`src/rtl/irq_ack_pkg.sv`:
```
package irq_ack_pkg;
  localparam int ID_W    = 10;
  localparam int SRC_W   = 3;
  localparam int WORD_W  = ID_W + SRC_W;
  localparam int SOFT_IDS = 16;
  localparam logic [ID_W-1:0] NONE_ID = 10'd1023;

  function automatic logic [WORD_W-1:0] pack_word(input logic [ID_W-1:0] id,
                                                  input logic [SRC_W-1:0] src);
    return {src, id};
  endfunction

  function automatic logic [ID_W-1:0] word_id(input logic [WORD_W-1:0] w);
    return w[ID_W-1:0];
  endfunction

  function automatic logic [SRC_W-1:0] src_for(input logic [ID_W-1:0] id,
                                               input logic [SRC_W-1:0] src);
    return (int'(id) < SOFT_IDS) ? src : '0;
  endfunction
endpackage

```
`src/rtl/irq_ack_former.sv`:
```
module irq_ack_former
  import irq_ack_pkg::*;
(
  input  logic              sel_valid,
  input  logic [ID_W-1:0]   sel_id,
  input  logic [SRC_W-1:0]  sel_src,
  input  logic              ack_rd,
  output logic [WORD_W-1:0] ack_word,
  output logic              take,
  output logic [ID_W-1:0]   take_id
);
  always_comb begin
    if (sel_valid) ack_word = pack_word(sel_id, src_for(sel_id, sel_src));
    else           ack_word = pack_word(NONE_ID, '0);
    take    = ack_rd && sel_valid;
    take_id = sel_id;
  end
endmodule

```
`src/rtl/irq_active_tracker.sv`:
```
module irq_active_tracker
  import irq_ack_pkg::*;
#(
  parameter int NUM_INT = 32,
  parameter int PRIO_W  = 8
)(
  input  logic                      clk,
  input  logic                      rst_n,
  input  logic                      take,
  input  logic [ID_W-1:0]           take_id,
  input  logic [PRIO_W-1:0]         take_prio,
  input  logic                      eoi_wr,
  input  logic [ID_W-1:0]           eoi_id,
  output logic [NUM_INT-1:0]        active,
  output logic [NUM_INT*PRIO_W-1:0] prio_flat,
  output logic                      eoi_err
);
  localparam int IDX_W = (NUM_INT > 1) ? $clog2(NUM_INT) : 1;

  logic eoi_in_range, eoi_hit;
  assign eoi_in_range = int'(eoi_id) < NUM_INT;
  assign eoi_hit      = eoi_wr && eoi_in_range && active[eoi_id[IDX_W-1:0]];

  for (genvar i = 0; i < NUM_INT; i++) begin : g_slot
    always_ff @(posedge clk or negedge rst_n) begin
      if (!rst_n) begin
        active[i]                      <= 1'b0;
        prio_flat[i*PRIO_W +: PRIO_W]  <= '1;
      end else if (take && take_id == ID_W'(i)) begin
        active[i]                      <= 1'b1;
        prio_flat[i*PRIO_W +: PRIO_W]  <= take_prio;
      end else if (eoi_hit && eoi_id == ID_W'(i)) begin
        active[i]                      <= 1'b0;
      end
    end
  end

  always_ff @(posedge clk or negedge rst_n) begin
    if (!rst_n) eoi_err <= 1'b0;
    else        eoi_err <= eoi_wr && !eoi_hit;
  end
endmodule

```
`src/rtl/irq_runprio_calc.sv`:
```
module irq_runprio_calc #(
  parameter int NUM_INT = 32,
  parameter int PRIO_W  = 8
)(
  input  logic                      clk,
  input  logic                      rst_n,
  input  logic [NUM_INT-1:0]        active,
  input  logic [NUM_INT*PRIO_W-1:0] prio_flat,
  output logic [PRIO_W-1:0]         run_prio
);
  logic [PRIO_W-1:0] best;

  always_comb begin
    best = '1;
    for (int i = 0; i < NUM_INT; i++)
      if (active[i] && prio_flat[i*PRIO_W +: PRIO_W] < best)
        best = prio_flat[i*PRIO_W +: PRIO_W];
  end

  always_ff @(posedge clk or negedge rst_n) begin
    if (!rst_n) run_prio <= '1;
    else        run_prio <= best;
  end
endmodule

```
`src/rtl/irq_ack_unit.sv`:
```
module irq_ack_unit
  import irq_ack_pkg::*;
#(
  parameter int          NUM_INT = 32,
  parameter int          PRIO_W  = 8,
  parameter logic [2:0]  BPR_MIN = 3'd2
)(
  input  logic               clk,
  input  logic               rst_n,
  input  logic               sel_valid,
  input  logic [9:0]         sel_id,
  input  logic [2:0]         sel_src,
  input  logic [PRIO_W-1:0]  sel_prio,
  input  logic               ack_rd,
  output logic [12:0]        ack_word,
  output logic               pend_clr,
  output logic [9:0]         pend_clr_id,
  input  logic               eoi_wr,
  input  logic [12:0]        eoi_word,
  output logic               eoi_err,
  input  logic               bpr_wr,
  input  logic [7:0]         bpr_wdata,
  output logic [2:0]         bpr,
  output logic [NUM_INT-1:0] active,
  output logic [PRIO_W-1:0]  run_prio
);
  logic [NUM_INT*PRIO_W-1:0] prio_flat;

  irq_ack_former u_former (
    .sel_valid (sel_valid),
    .sel_id    (sel_id),
    .sel_src   (sel_src),
    .ack_rd    (ack_rd),
    .ack_word  (ack_word),
    .take      (pend_clr),
    .take_id   (pend_clr_id)
  );

  irq_active_tracker #(.NUM_INT(NUM_INT), .PRIO_W(PRIO_W)) u_tracker (
    .clk       (clk),
    .rst_n     (rst_n),
    .take      (pend_clr),
    .take_id   (pend_clr_id),
    .take_prio (sel_prio),
    .eoi_wr    (eoi_wr),
    .eoi_id    (word_id(eoi_word)),
    .active    (active),
    .prio_flat (prio_flat),
    .eoi_err   (eoi_err)
  );

  irq_runprio_calc #(.NUM_INT(NUM_INT), .PRIO_W(PRIO_W)) u_runprio (
    .clk       (clk),
    .rst_n     (rst_n),
    .active    (active),
    .prio_flat (prio_flat),
    .run_prio  (run_prio)
  );

  always_ff @(posedge clk or negedge rst_n) begin
    if (!rst_n)      bpr <= BPR_MIN;
    else if (bpr_wr) bpr <= bpr_wdata[2:0];
  end
endmodule

```
`config.mk`:
```
export PLATFORM = sky130hd
export DESIGN_NAME = irq_ack_unit
export DESIGN_NICKNAME = d
export VERILOG_FILES = /design/src/rtl/irq_ack_pkg.sv /design/src/rtl/irq_ack_former.sv /design/src/rtl/irq_active_tracker.sv /design/src/rtl/irq_runprio_calc.sv /design/src/rtl/irq_ack_unit.sv
export SDC_FILE = /design/constraint.sdc
export NUM_CORES = 1
export LEC_CHECK = 0
export BUFFER_PORTS_ARGS = -buffer_cell sky130_fd_sc_hd__clkbuf_2
export CAP_MARGIN = 15
export CORE_UTILIZATION = 35
export DETAILED_ROUTE_END_ITERATION = 10
export GPL_TIMING_DRIVEN = 0
export PLACE_DENSITY = 0.51
export RECOVER_POWER = 50
export SLEW_MARGIN = 20
export SYNTH_ARGS = -nofsm -noshare
export SYNTH_HDL_FRONTEND = slang
export SYNTH_SLANG_ARGS = --single-unit
export TNS_END_PERCENT = 10
```
`constraint.sdc`:
```
create_clock -name clk -period 84.5 [get_ports clk]
set_clock_uncertainty 0.05 [all_clocks]
set_input_delay 4.225 -clock clk [delete_from_list [all_inputs] [get_ports clk]]
set_output_delay 4.225 -clock clk [all_outputs]
set_load 0.1 [all_outputs]
```
==> results of run 1 <==
-- cell families after synthesis --
| logic type | Yosys count | share of synthesized area |
|---|---|---|
| fa+ha+maj | 171 | 0.0892 |
| simple gates | 714 | 0.160 |
| flops | 300 | 0.332 |
| mux | 350 | 0.168 |
| compound gates | 664 | 0.197 |
| buf+inv | 277 | 0.0490 |
| xor+xnor | 12 | 0.00477 |
-- sequential cells by signal, summed over array words and instances (netlist names) --
signal,flops
u_tracker.prio_flat,256
u_tracker.active,32
u_runprio.run_prio,8
bpr,3
u_tracker.eoi_err,1
-- metrics by stage --
step | utilization | hold slack, ns | area (sq um) | power (uW)
finish | 0.402 | 0.422 | 26700 | 443
global route | 0.402 | 0.439 | 26600 | 467
CTS | 0.403 | 0.424 | 26800 | 451
detailed placement | 0.382 | 0.416 | 25400 | 263
global placement | 0.380 | 0.412 | 25200 | 260
floorplan | - | 0.402 | 23600 | 234
-- layout make-up --
type                       instances  area (sq um)  area share
antenna                            3          7.51    0.000282
buffer                           102           507      0.0190
clock buffer                      54          1180      0.0445
clock inverter                    19           218     0.00817
inverter                         175           657      0.0246
multi-input combinational       1911         14600       0.549
sequential                       300          7840       0.294
tap                              864          1080      0.0406
timing repair buffer             108           515      0.0193
-- power groups by stage --
stage | Sequential, uW | Clock, uW | Combinational, uW
floorplan | 168 | 0 | 66.1
global placement | 153 | 0 | 107
detailed placement | 154 | 0 | 110
CTS | 151 | 189 | 110
global route | 152 | 195 | 121
finish | 151 | 183 | 109
-- worst paths after layout --
| path | startpoint | to |
|---|---|---|
| setup / recovery | u_tracker.active[0]$_DFFE_PN0P_ | u_runprio.run_prio[0]$_DFF_PN1_ |
| hold / removal | u_tracker.prio_flat[251]$_DFFE_PN1P_ | u_runprio.run_prio[3]$_DFF_PN1_ |
| setup reg to reg | u_tracker.active[0]$_DFFE_PN0P_ | u_runprio.run_prio[0]$_DFF_PN1_ |
| hold reg to reg | u_tracker.prio_flat[251]$_DFFE_PN1P_ | u_runprio.run_prio[3]$_DFF_PN1_ |
| max in group asynchronous | rst_n | u_tracker.active[8]$_DFFE_PN0P_ |
| min in group asynchronous | rst_n | u_tracker.active[31]$_DFFE_PN0P_ |
-- layout by cell type, fill, tap and decap left out, drive strengths merged, types with 11 or more instances in the layout --
| cell | count |
|---|---|
| a211oi | 14 |
| a21o | 28 |
| a21oi | 124 |
| a31oi | 28 |
| and2 | 36 |
| and3 | 20 |
| and4 | 27 |
| buf | 39 |
| clkbuf | 225 |
| dfrtp | 35 |
| dfstp | 265 |
| ha | 158 |
| inv | 178 |
| maj3 | 13 |
| mux2 | 280 |
| mux2i | 61 |
| nand2 | 215 |
| nand2b | 31 |
| nand3 | 42 |
| nand3b | 16 |
| nand4 | 17 |
| nand4b | 14 |
| nor2 | 131 |
| nor2b | 54 |
| nor3 | 34 |
| o2111ai | 16 |
| o211a | 13 |
| o211ai | 23 |
| o21a | 26 |
| o21ai | 216 |
| o22ai | 11 |
| o311ai | 12 |
| o31ai | 17 |
| or2 | 21 |
| or3 | 15 |
-- Yosys cell counts, drive strengths merged, types with 14 or more instances --
master | instances | area, sq um
and4 | 27 | 236
buf | 38 | 260
dfrtp | 35 | 876
nand2b | 31 | 194
clkbuf | 64 | 240
o211ai | 23 | 188
o21a | 26 | 195
nand4 | 17 | 106
nand3b | 16 | 120
o2111ai | 16 | 159
nand2 | 215 | 815
or2 | 21 | 131
a21o | 28 | 210
nand3 | 42 | 220
nor2b | 54 | 338
nor2 | 131 | 502
o31ai | 17 | 143
ha | 158 | 1980
and2 | 36 | 225
a31oi | 28 | 181
dfstp | 265 | 6960
mux2i | 61 | 618
or3 | 15 | 93.8
and3 | 20 | 131
inv | 175 | 657
o21ai | 216 | 1090
a21oi | 124 | 632
nand4b | 14 | 123
a211oi | 14 | 123
nor3 | 34 | 186
mux2 | 280 | 3160
-- worst max-delay path: cells and delay by family, from the launching register on --
kind                     cells  cell delay, ns
buffers and inverters       44            7.30
adder cells (fa/ha/maj)     31            8.80
AND/OR/NAND/NOR            103           18.75
AO/OA/AOI/OAI              135           27.97
flip-flops                   1            0.44
multiplexers                16            5.19
-- routing by layer --
metal / GRT usage / up-vias / share of wire / routed length, microns
met5: 0 / - / 0 / 0
met4: 0.0733 / 0 / 0.030 / 2170
met3: 0.0382 / 98 / 0.057 / 4110
met2: 0.337 / 486 / 0.45 / 32400
met1: 0.285 / 9810 / 0.46 / 33300
li1: - / 9520 / - / -
==> out/metrics.cfg, run 1 <==
[run_status]
status = finished, violations left
failed_checks = capacitance limit, slew limit

[setup_path]
critPathLaunchType = flop
reg2reg_depth = 329
crit_arrival_ns = 69.26
worstSetupEndpointType = flop
reg2reg_slack_ns = 15.68
criticalPathCategory = flop to flop
critical_path.max_stage_delay_ns = 0.65
crit_fanout = 10
required_ns = 84.94
slowest_stage = nor4b_1
cp_common_cell = o21ai_0

[pwr]
ir_drop_uv = 11.5
switching_share = 0.335
p_comb_frac = 0.247
power_frac_clock = 0.412
switchingPower_uw = 148
powerDensity_nw_per_um2 = 16.6
seqPwrFrac = 0.342
p_leak_uw = 0.0121
internal-power_uw = 295

[timing]
hold_violations = 0
relSlewSlack = -2.00
layout_setup_ws_ns = 15.68
slew_viol_final = 307
worst_pin_slew_ns = 4.50
fin_tns_setup_ns = 0
max_freq_ghz = 0.0145
finalCriticalPeriod_ns = 68.82
setup_viol = 0
grt_setup_unrepaired = no
fin_crit_sh = 0.814

[clocking]
cts_resized = 0
cts_tree = done
cts_hold_buf = 0
clk_pin_slew_ns = 0.06
clock_latency_ns = 0.57
cts_max_level = 2
cts_setup_buffers = 0
clock_sinks = 300
cts-root-buf = clkbuf_16
cts-buffers-inserted = 40
clock_path_buffers = 3

[hold_path]
hold_path_class = flop to flop
hold_depth = 2

[synthesis]
synthCells = 2488
ys_seq_area_frac = 0.332
syn_avg_cell_area_sq_um = 9.50
ys_seq_elements = 300
syn_nets = 2694
synth_area_sq_um = 23600
synth_edf_count = 0
synthDistinctLibCells = 128
ys_async_sr_fraction = 1.00
yosys_warnings = 0
synth_flop_cell = dfstp_2

[detailed_routing]
drt-pass1-iter-count = 5
vias_per_cell = 5.63
drc = 0
ant_nets = 0
wire_per_inst_microns = 20.4
drtIter0Drc = 1209
drt_wl_total_microns = 72000
num_vias = 19900

[floorplanning]
die-width_microns = 262
core_area_sq_um = 66300
die_area_sq_um = 68600
start_util = 0.356
die_h_microns = 262
rows = 94
boundaryPins = 116

[placement]
hpwl_microns = 55400
dp_cells = 3460
io_buffers = 104
globalplace.congestion = 0.861
pre_cts_ws_ns = 16.27

[global_route]
grt_pass1_vias = 19700
grt_pass1_wl_microns = 113000
grt_remaining_overflow = 0
grt_usage = 0.211
grt_antenna_before_repair = 3
grt_start_max_net_pins = 82

[finish]
finalNetCount = 2844
final_cell_count_no_fill = 3536
fillers = 6547
area_growth_pct = 12.8
drive_gt1_frac = 0.311

[flow_run]
max_cap_violations = 4

Power figures use the tool's default switching activity.
==> inputs of run 2 (changes only) <==
==> constraint.sdc (replaced) <==
create_clock -name clk -period 71.7 [get_ports clk]
set_clock_uncertainty 0.05 [all_clocks]
set_input_delay 3.585 -clock clk [delete_from_list [all_inputs] [get_ports clk]]
set_output_delay 3.585 -clock clk [all_outputs]
set_load 0.1 [all_outputs]
==> out/metrics.cfg, run 2 (same netlist as run 1, synthesis figures left out) <==
[timing]
slew_viol_final = 307
max_freq_ghz = 0.0152
setup_viol = 0
fin_tns_setup_ns = 0
finalCriticalPeriod_ns = 65.70
layout_setup_ws_ns = 6.00
fin_crit_sh = 0.916
relSlewSlack = -1.97
hold_violations = 0
worst_pin_slew_ns = 4.46
whs_ns = 0.422

[hold_path]
holdCritStartpoint = u_tracker.prio_flat[251]$_DFFE_PN1P_
hold_depth = 2
min_to = u_runprio.run_prio[3]$_DFF_PN1_
hold_path_class = flop to flop

[floorplanning]
rows = 94
die-width_microns = 262
boundaryPins = 116
die_area_sq_um = 68600
start_util = 0.356
die_h_microns = 262
core_area_sq_um = 66300

[finish]
layout_common_cells = mux2_2, dfstp_2, nand2_1
area_growth_pct = 13.3
top_register = u_tracker.prio_flat
final_common_cell = mux2_2
drive_gt1_frac = 0.319
finalNetCount = 2848
largest_reg_flops = 256
reg_top3 = u_tracker.prio_flat (256), u_tracker.active (32), u_runprio.run_prio (8)

[detailed_routing]
drc = 0
num_vias = 19900
drt_wl_total_microns = 72200
wire_per_inst_microns = 20.4
drt-pass1-iter-count = 5
drtIter0Drc = 1224
ant_nets = 0
vias_per_cell = 5.63

[global_route]
grt_remaining_overflow = 0
grt_pass1_vias = 19700
grt_antenna_before_repair = 3
grt_pass1_wl_microns = 113000
grt_start_max_net_pins = 82
grt_usage = 0.211

[setup_path]
critPathBufInv = 42
rr_endpoint = u_runprio.run_prio[0]$_DFF_PN1_
r2r-start = u_tracker.active[0]$_DFFE_PN0P_
reg2reg_depth = 327
criticalPathCategory = flop to flop
critical_path.max_stage_delay_ns = 0.46
crit_fanout = 11
crit_family = compound AO/OA/AOI/OAI gates
crit_arrival_ns = 66.14
required_ns = 72.14
cp_common_cell = o21ai_0
worstSetupEndpointType = flop
critPathLaunchType = flop
reg2reg_slack_ns = 6.00
slowest_stage = or3b_2

[pwr]
ir_drop_uv = 13.5
p_leak_uw = 0.0121
powerDensity_nw_per_um2 = 19.5

[clocking]
clock_path_buffers = 3
cts-root-buf = clkbuf_16
clk_pin_slew_ns = 0.06
clock_latency_ns = 0.57
cts_max_level = 2
cts-buffers-inserted = 40
clock_sinks = 300
cts_hold_buf = 0
cts_tree = done

[flow_run]
max_cap_violations = 4

[run_status]
failed_checks = capacitance limit, slew limit
status = finished, violations left

[placement]
pre_cts_ws_ns = 3.47
globalplace.congestion = 0.861
hpwl_microns = 55400
io_buffers = 104

-- run 2: stage by stage --
stage               instances   util  area (sq um)  total power [uW]
CTS                      3533  0.403         26800               532
finish                   3538  0.404         26800               523
global route             3537  0.404         26800               551
floorplan                2488      -         23600               276
detailed placement       3460  0.382         25400               310
global placement         3456  0.380         25200               306
-- run 2: layout make-up --
class	count	area (sq um)
Antenna cell	1	2.50
Buffer	100	503
Clock buffer	54	1180
Clock inverter	19	218
Fill cell	6526	39600
Inverter	175	657
Multi-Input combinational cell	1911	14700
Sequential cell	300	7840
Tap cell	864	1080
Timing Repair Buffer	114	561
-- run 2: how the worst max path moves through the flow --
stage,from,end,slack [ns],depth (start not counted)
after CTS,u_tracker.active[0]$_DFFE_PN0P_,u_runprio.run_prio[0]$_DFF_PN1_,3.06,328
after detailed placement,u_tracker.active[0]$_DFFE_PN0P_,u_runprio.run_prio[0]$_DFF_PN1_,3.47,328
after floorplan,u_tracker.active[0]$_DFFE_PN0P_,u_runprio.run_prio[0]$_DFF_PN1_,14.13,327
final,u_tracker.active[0]$_DFFE_PN0P_,u_runprio.run_prio[0]$_DFF_PN1_,6.00,327
after global placement,u_tracker.active[0]$_DFFE_PN0P_,u_runprio.run_prio[0]$_DFF_PN1_,4.44,329
after global routing,u_tracker.active[0]$_DFFE_PN0P_,u_runprio.run_prio[0]$_DFF_PN1_,-0.03,331
-- run 2: worst min-delay path, cell delays in order, from the launching register on --
cell and delay, ns:
dfstp_2 0.37, inv_1 0.04, mux2i_1 0.05
-- run 2: routing by layer --
layer / share of wire / global-route usage
met5: 0 / 0
met4: 0.031 / 0.0733
met3: 0.057 / 0.0382
met2: 0.45 / 0.337
met1: 0.46 / 0.285
-- run 2: repair_timing --
action	4_1_cts	5_1_grt
endpoints found under the setup margin	0	8
gates resized for setup	0	26
endpoints found under the hold margin	0	0
setup buffers	0	6
-- run 2: power by group --
| group | internal, uW | total, uW | leakage [uW] | switching (uW) |
|---|---|---|---|---|
| sequential | 176 | 178 | 0.00322 | 2.53 |
| combinational | 41.1 | 129 | 0.00821 | 88.0 |
| clock | 131 | 215 | 0.000693 | 84.6 |
